===== config.mk =====
export PLATFORM = sky130hd
export DESIGN_NAME = los_hyst_det
export DESIGN_NICKNAME = d
export VERILOG_FILES = /design/src/rtl/los_pkg.sv /design/src/rtl/zero_run_ctr.sv /design/src/rtl/mark_window.sv /design/src/rtl/los_hyst_det.sv
export SDC_FILE = /design/constraint.sdc
export NUM_CORES = 1
export LEC_CHECK = 0
export ABC_AREA = 1
export BUFFER_PORTS_ARGS = -buffer_cell sky130_fd_sc_hd__buf_2
export CELL_PAD_IN_SITES_DETAIL_PLACEMENT = 1
export CELL_PAD_IN_SITES_GLOBAL_PLACEMENT = 1
export CORE_UTILIZATION = 45
export DETAILED_ROUTE_END_ITERATION = 8
export PLACE_DENSITY_LB_ADDON = 0.1
export RECOVER_POWER = 50
export SLEW_MARGIN = 20
export SYNTH_ARGS = -nofsm -noshare
export SYNTH_HDL_FRONTEND = slang
export SYNTH_SLANG_ARGS = --single-unit

===== constraint.sdc =====
create_clock -name clk -period 3.25 [get_ports clk]
set_clock_uncertainty 0.05 [all_clocks]
set_input_delay 0.325 -clock clk [delete_from_list [all_inputs] [get_ports clk]]
set_output_delay 0.325 -clock clk [all_outputs]
set_load 0.1 [all_outputs]

===== src/rtl/los_pkg.sv =====
package los_pkg;
  typedef enum logic {
    LINK_OK   = 1'b0,
    LINK_LOST = 1'b1
  } link_state_t;
endpackage


===== src/rtl/zero_run_ctr.sv =====
module zero_run_ctr #(
  parameter int RUN_LEN = 180
) (
  input  logic clk,
  input  logic rst,
  input  logic bit_en,
  input  logic bit_in,
  output logic run_hit,
  output logic run_full
);
  localparam int RW = $clog2(RUN_LEN + 1);

  logic [RW-1:0] run_cnt;

  // the zero being accepted this cycle completes (or extends) a full run
  assign run_hit  = bit_en && !bit_in && (run_cnt >= RW'(RUN_LEN - 1));
  assign run_full = (run_cnt == RW'(RUN_LEN));

  always_ff @(posedge clk) begin
    if (rst) begin
      run_cnt <= '0;
    end else if (bit_en) begin
      if (bit_in)
        run_cnt <= '0;
      else if (run_cnt != RW'(RUN_LEN))
        run_cnt <= run_cnt + 1'b1;
    end
  end

  AST_RUN_SATURATES: assert property (@(posedge clk) disable iff (rst)
    run_cnt <= RW'(RUN_LEN));
  AST_MARK_RESTARTS_RUN: assert property (@(posedge clk) disable iff (rst)
    (bit_en && bit_in) |=> (run_cnt == '0));
endmodule


===== src/rtl/mark_window.sv =====
module mark_window #(
  parameter int WIN_LEN  = 180,
  parameter int MARK_MIN = 60
) (
  input  logic clk,
  input  logic rst,
  input  logic bit_en,
  input  logic bit_in,
  output logic dense,
  output logic [$clog2(WIN_LEN+1)-1:0] mark_cnt
);
  localparam int CW = $clog2(WIN_LEN + 1);
  localparam int PW = (WIN_LEN > 1) ? $clog2(WIN_LEN) : 1;

  logic          ring [WIN_LEN];
  logic [PW-1:0] wr_ptr;
  logic          filled;
  logic          old_bit;
  logic [CW-1:0] cnt_q;
  logic [CW-1:0] cnt_nx;

  // slots not yet written since reset count as spaces
  assign old_bit = filled ? ring[wr_ptr] : 1'b0;
  assign cnt_nx  = cnt_q + CW'(bit_in) - CW'(old_bit);
  assign dense   = bit_en && (cnt_nx >= CW'(MARK_MIN));
  assign mark_cnt = cnt_q;

  // storage without reset so that it can map onto RAM
  always_ff @(posedge clk) begin
    if (bit_en)
      ring[wr_ptr] <= bit_in;
  end

  always_ff @(posedge clk) begin
    if (rst) begin
      wr_ptr <= '0;
      filled <= 1'b0;
      cnt_q  <= '0;
    end else if (bit_en) begin
      cnt_q <= cnt_nx;
      if (wr_ptr == PW'(WIN_LEN - 1)) begin
        wr_ptr <= '0;
        filled <= 1'b1;
      end else begin
        wr_ptr <= wr_ptr + 1'b1;
      end
    end
  end

  AST_CNT_BOUNDED: assert property (@(posedge clk) disable iff (rst)
    cnt_q <= CW'(WIN_LEN));
  AST_WINDOW_HOLDS: assert property (@(posedge clk) disable iff (rst)
    !bit_en |=> $stable(cnt_q));
endmodule


===== src/rtl/los_hyst_det.sv =====
module los_hyst_det #(
  parameter int RUN_LEN  = 180,
  parameter int WIN_LEN  = 180,
  parameter int MARK_MIN = 60
) (
  input  logic clk,
  input  logic rst,
  input  logic bit_en,
  input  logic bit_in,
  output logic los,
  output logic los_chg
);
  import los_pkg::*;

  localparam int CW = $clog2(WIN_LEN + 1);

  logic          run_hit;
  logic          run_full;
  logic          dense;
  logic [CW-1:0] mark_cnt;
  link_state_t   st_q;
  link_state_t   st_d;

  zero_run_ctr #(.RUN_LEN(RUN_LEN)) u_run (
    .clk      (clk),
    .rst      (rst),
    .bit_en   (bit_en),
    .bit_in   (bit_in),
    .run_hit  (run_hit),
    .run_full (run_full)
  );

  mark_window #(.WIN_LEN(WIN_LEN), .MARK_MIN(MARK_MIN)) u_win (
    .clk      (clk),
    .rst      (rst),
    .bit_en   (bit_en),
    .bit_in   (bit_in),
    .dense    (dense),
    .mark_cnt (mark_cnt)
  );

  always_comb begin
    st_d = st_q;
    case (st_q)
      LINK_OK:   if (run_hit) st_d = LINK_LOST;
      LINK_LOST: if (dense)   st_d = LINK_OK;
      default:   st_d = LINK_OK;
    endcase
  end

  always_ff @(posedge clk) begin
    if (rst) begin
      st_q    <= LINK_OK;
      los_chg <= 1'b0;
    end else begin
      st_q    <= st_d;
      los_chg <= (st_d != st_q);
    end
  end

  assign los = (st_q == LINK_LOST);

  AST_ENTRY_AFTER_RUN: assert property (@(posedge clk) disable iff (rst)
    $rose(los) |-> run_full);
  AST_EXIT_WITH_MARKS: assert property (@(posedge clk) disable iff (rst)
    $fell(los) |-> (mark_cnt >= CW'(MARK_MIN)));
  AST_PULSE_ON_EDGE: assert property (@(posedge clk) disable iff (rst)
    los_chg |-> (los != $past(los)));
  AST_IDLE_HOLD: assert property (@(posedge clk) disable iff (rst)
    !bit_en |=> ($stable(los) && !los_chg));
endmodule


==> results.yml <==
status:
  outcome: "finished, violations left"
  failed_checks: "max-capacitance violations, max-slew violations, negative setup slack"
floorplanning:
  start_util_pct: 46.0
  std_cell_core_area_um2: 21800
  die_h_um: 151
  die_width_um: 151
  ios: 6
  std_cell_rows: 54
  dieArea_um2: 22900
critical_path:
  reg2reg_depth: 24
  slowest_delay_ns: 0.45
  cp_data_required_time_ns: 3.59
  arrival_time_worst_endpoint_ns: 3.75
  critical_path.top_delay_family: "simple AND/OR/NAND/NOR gates"
  crit_path_end_kind: "flop"
  cpMaxStageDelayCell: "sky130_fd_sc_hd__dfxtp_4"
  cp-start-kind: "flop"
  r2r_end: "los$_SDFF_PP0_"
  timing.critical_path.mode_cell: "sky130_fd_sc_hd__nand2_1"
  worst-path-buf-inv: 3
  cp_cell_sequence: "clkinv_8 -> buf_12 -> nand2_1 -> nand3_1 -> nand3_1 -> nand2_1 -> nand2_1 -> nand3_1 -> o211ai_1 -> nand2_1 -> nand2_1 -> a21oi_2 -> ha_4 -> inv_2 -> ha_4 -> fa_2 -> xor2_1 -> nand2_1 -> nor2_1 -> nand2_1 -> nand3_2 -> nand2_1 -> nand2_1 -> a21oi_2"
  setup.reg_to_reg.worst_slack_ns: -0.15
  timing.setup.critical_path_class: "reg2reg"
  critPathMaxFanout: 10
route:
  drtAntennaViolNets: 0
  detail_route.drc_violations: 0
  route.vias.total: 7679
  totalWireLength_um: 29400
  vias_per_cell: 5.52
  firstDrtPassIters: 7
  first_iter_violations: 466
  wl_per_cell_um: 21.1
global_routing:
  groute.usage.overall_pct: 25.6
  first_pass_grt_wire_length_um: 43800
  overflow: 0
  initial_antenna_violation_count: 0
  via_count_of_the_first_global_routing_pass: 7662
  grt_start_max_net_pins: 183
logic_synthesis:
  share_of_synthesized_cell_area_in_and_or_nand_and_nor_gates_pct: 28.3
  synth_top_family_by_area: "simple AND/OR/NAND/NOR gates"
  yosys.cell_count.top_type: "sky130_fd_sc_hd__nand2_1"
  synth_largest_type_area_fraction_pct: 53.8
  synth_top_cell_by_area: "sky130_fd_sc_hd__edfxtp_1"
  post_synth_inst_count: 1069
  dominantRegCellSynth: "sky130_fd_sc_hd__edfxtp_1"
  avg_inst_size_synth_um2: 9.39
  synth_xor_xnor_area_share_pct: 0.611
  synth-warning-count: 0
  synth_common_cells: "275 x sky130_fd_sc_hd__nand2_1, 197 x sky130_fd_sc_hd__nor2_1, 180 x sky130_fd_sc_hd__edfxtp_1"
  synth.cell_area_um2: 10000
  yosys.cell_types.count: 40
  netlist_top_cells_area: "sky130_fd_sc_hd__edfxtp_1 54%, sky130_fd_sc_hd__nand2_1 10%, sky130_fd_sc_hd__nand3_1 8.1%"
  ys_seq_area_share_pct: 60.8
  yosys_register_bits: 215
  synth_edf_count: 180
  ys_async_sr_fraction_pct: 0
  synth_compound_area_share_pct: 2.62
  synth.area.mux_share_pct: 0
  yosys.area_share.adder_pct: 1.94
  synth.net_count: 1088
placed_design:
  globalplace.congestion: 0.814
  dp_slack_ns: -0.179
  hpwlAfterDp_um: 17300
  place.port_buffers: 5
sta:
  timing_hold_violations_final: 0
  slew_headroom_pct: -24.7
  post-route-period-util_pct: 105
  maxSlewViolCount: 183
  setup_repair_after_global_routing_missed_its_margin: "true"
  layout_setup_ws_ns: -0.154
  timing_worst_slew_pin_value_ns: 1.87
  final-setup-viol-count: 5
  clock.fmax_ghz: 0.294
  period_minus_slack_ns: 3.40
  finalHoldWorstSlack_ns: 0.124
cells_and_area:
  post-route-util_pct: 54.8
  syn2layout_area_growth_pct: 19.1
  final_nets: 1113
  diodes: 0
  nFillCells: 2428
  drive_gt1_share_pct: 17.6
min_path:
  whs_endpoint: "los$_SDFF_PP0_"
  hold-path-cell-count: 2
  hold_start: "rst"
  min_path_type: "in2reg"
cts:
  clock_latency_on_the_worst_skew_pair_ns: 0.52
  post_cts_hold_buffer_count: 0
  tritoncts.num_buffers: 25
  clk_pin_slew_worst_paths_ns: 0.06
  max-clock-path-buffers: 3
  cts_max_level: 1
  clock_sinks: 215
  cts-root-buf: "sky130_fd_sc_hd__clkbuf_16"
  cts_tree: "built"
pwr:
  leakage_nw: 4.33
  p_per_area_nw_per_um2: 543
  peakVddDrop_mv: 0.397
job:
  reported_max_cap_violation_count: 1
==> cell families (layout without fill, tap and decap cells) <==
logic type                 after synthesis  after routing
AOI/OAI and AO/OA                       44             44
adders and majority gates               15             15
xor gates and xnor gates                 7              7
and+or+nand+nor                        674            674
DFF                                    215            215
buffers and inverters                  114            157
==> layout by cell type, fill, tap and decap left out, drive strengths merged, types with 2 or more instances in the layout <==
master / Yosys / final
nand2: 277 / 277
nor2: 198 / 198
edfxtp: 180 / 180
nand3: 168 / 168
inv: 54 / 54
clkbuf: 24 / 53
buf: 35 / 44
dfxtp: 35 / 35
nor3: 22 / 22
a21oi: 20 / 20
ha: 14 / 14
o21ai: 13 / 13
xor2: 6 / 6
nand4: 5 / 5
clkinv: 1 / 5
o211ai: 3 / 3
o21bai: 3 / 3
nand3b: 2 / 2
a211oi: 2 / 2
==> final cells by class <==
class,count,area [um2],share of cell area [%]
clock buffer,41,696,5.82
clock inverter,4,47.5,0.397
inverter,55,221,1.85
multi-input combinational,740,3780,31.6
sequential,215,6110,51.1
tap,280,350,2.93
timing repair buffer,56,747,6.24
timing repair inverter,1,8.76,0.0732
==> flip-flops by register name (all words and copies together), names as in the netlist, named ones only <==
name            count
u_win.ring        180
u_run.run_cnt       8
u_win.mark_cnt      8
u_win.wr_ptr        8
los                 1
los_chg             1
u_win.filled        1
==> layer usage <==
layer  wire length [um]  GRT usage, %  vias up  part of all wire (%)
li1                   -             -     3633                     -
met1              12500          33.7     3859                    43
met2              14900          43.9      143                    51
met3               1330          3.95       44                   4.5
met4                609          6.45        0                   2.1
met5                  0             0        -                     0
==> worst max-delay path by stage <==
| stage | start | to | slack (ns) | depth (start not counted) |
|---|---|---|---|---|
| 2_1_floorplan | flop | los$_SDFF_PP0_ | 0.21 | 25 |
| 3_3_place_gp | flop | los$_SDFF_PP0_ | -0.12 | 25 |
| 3_5_place_dp | flop | los$_SDFF_PP0_ | -0.18 | 25 |
| 4_1_cts | flop | los$_SDFF_PP0_ | -0.03 | 28 |
| 5_1_grt | flop | los$_SDFF_PP0_ | -0.37 | 24 |
| 6_report | flop | los$_SDFF_PP0_ | -0.15 | 24 |
==> worst register-to-register path, stage by stage (launching register included) <==
cell,delay [ns]
sky130_fd_sc_hd__dfxtp_4,0.45
sky130_fd_sc_hd__clkinv_8,0.15
sky130_fd_sc_hd__buf_12,0.18
sky130_fd_sc_hd__nand2_1,0.07
sky130_fd_sc_hd__nand3_1,0.07
sky130_fd_sc_hd__nand3_1,0.09
sky130_fd_sc_hd__nand2_1,0.09
sky130_fd_sc_hd__nand2_1,0.07
sky130_fd_sc_hd__nand3_1,0.11
sky130_fd_sc_hd__o211ai_1,0.11
sky130_fd_sc_hd__nand2_1,0.11
sky130_fd_sc_hd__nand2_1,0.09
sky130_fd_sc_hd__a21oi_2,0.06
sky130_fd_sc_hd__ha_4,0.27
sky130_fd_sc_hd__inv_2,0.03
sky130_fd_sc_hd__ha_4,0.16
sky130_fd_sc_hd__fa_2,0.39
sky130_fd_sc_hd__xor2_1,0.24
sky130_fd_sc_hd__nand2_1,0.10
sky130_fd_sc_hd__nor2_1,0.11
sky130_fd_sc_hd__nand2_1,0.07
sky130_fd_sc_hd__nand3_2,0.06
sky130_fd_sc_hd__nand2_1,0.05
sky130_fd_sc_hd__nand2_1,0.07
sky130_fd_sc_hd__a21oi_2,0.05
==> timing repair <==
action,in CTS,in global routing
pin swaps,8,28
gates cloned,4,7
resized for setup,25,94
setup endpoints to repair,7,8
setup buffers,5,2
endpoints found under the hold margin,0,0
==> power breakdown <==
group          leakage, nW  switching [mW]  internal [mW]  total [mW]
logic                 2.07           0.508          0.336       0.843
clock network        0.357            1.08           1.53        2.61
registers             1.90          0.0233           3.01        3.03
total                 4.33            1.61           4.88        6.49
==> per-stage QoR <==
stage | TNS, ns | cell area [um2] | cells | power, mW
after floorplan | 0 | 10000 | 1069 | 3.52
after global routing | -1.49 | 12000 | 1392 | 6.72
after detailed placement | -0.519 | 10500 | 1329 | 3.76
final | -0.410 | 12000 | 1392 | 6.49
after global placement | -0.307 | 10500 | 1329 | 3.75
after CTS | -0.0551 | 11400 | 1383 | 6.45
Note: power is estimated with default switching activity, not from simulation.
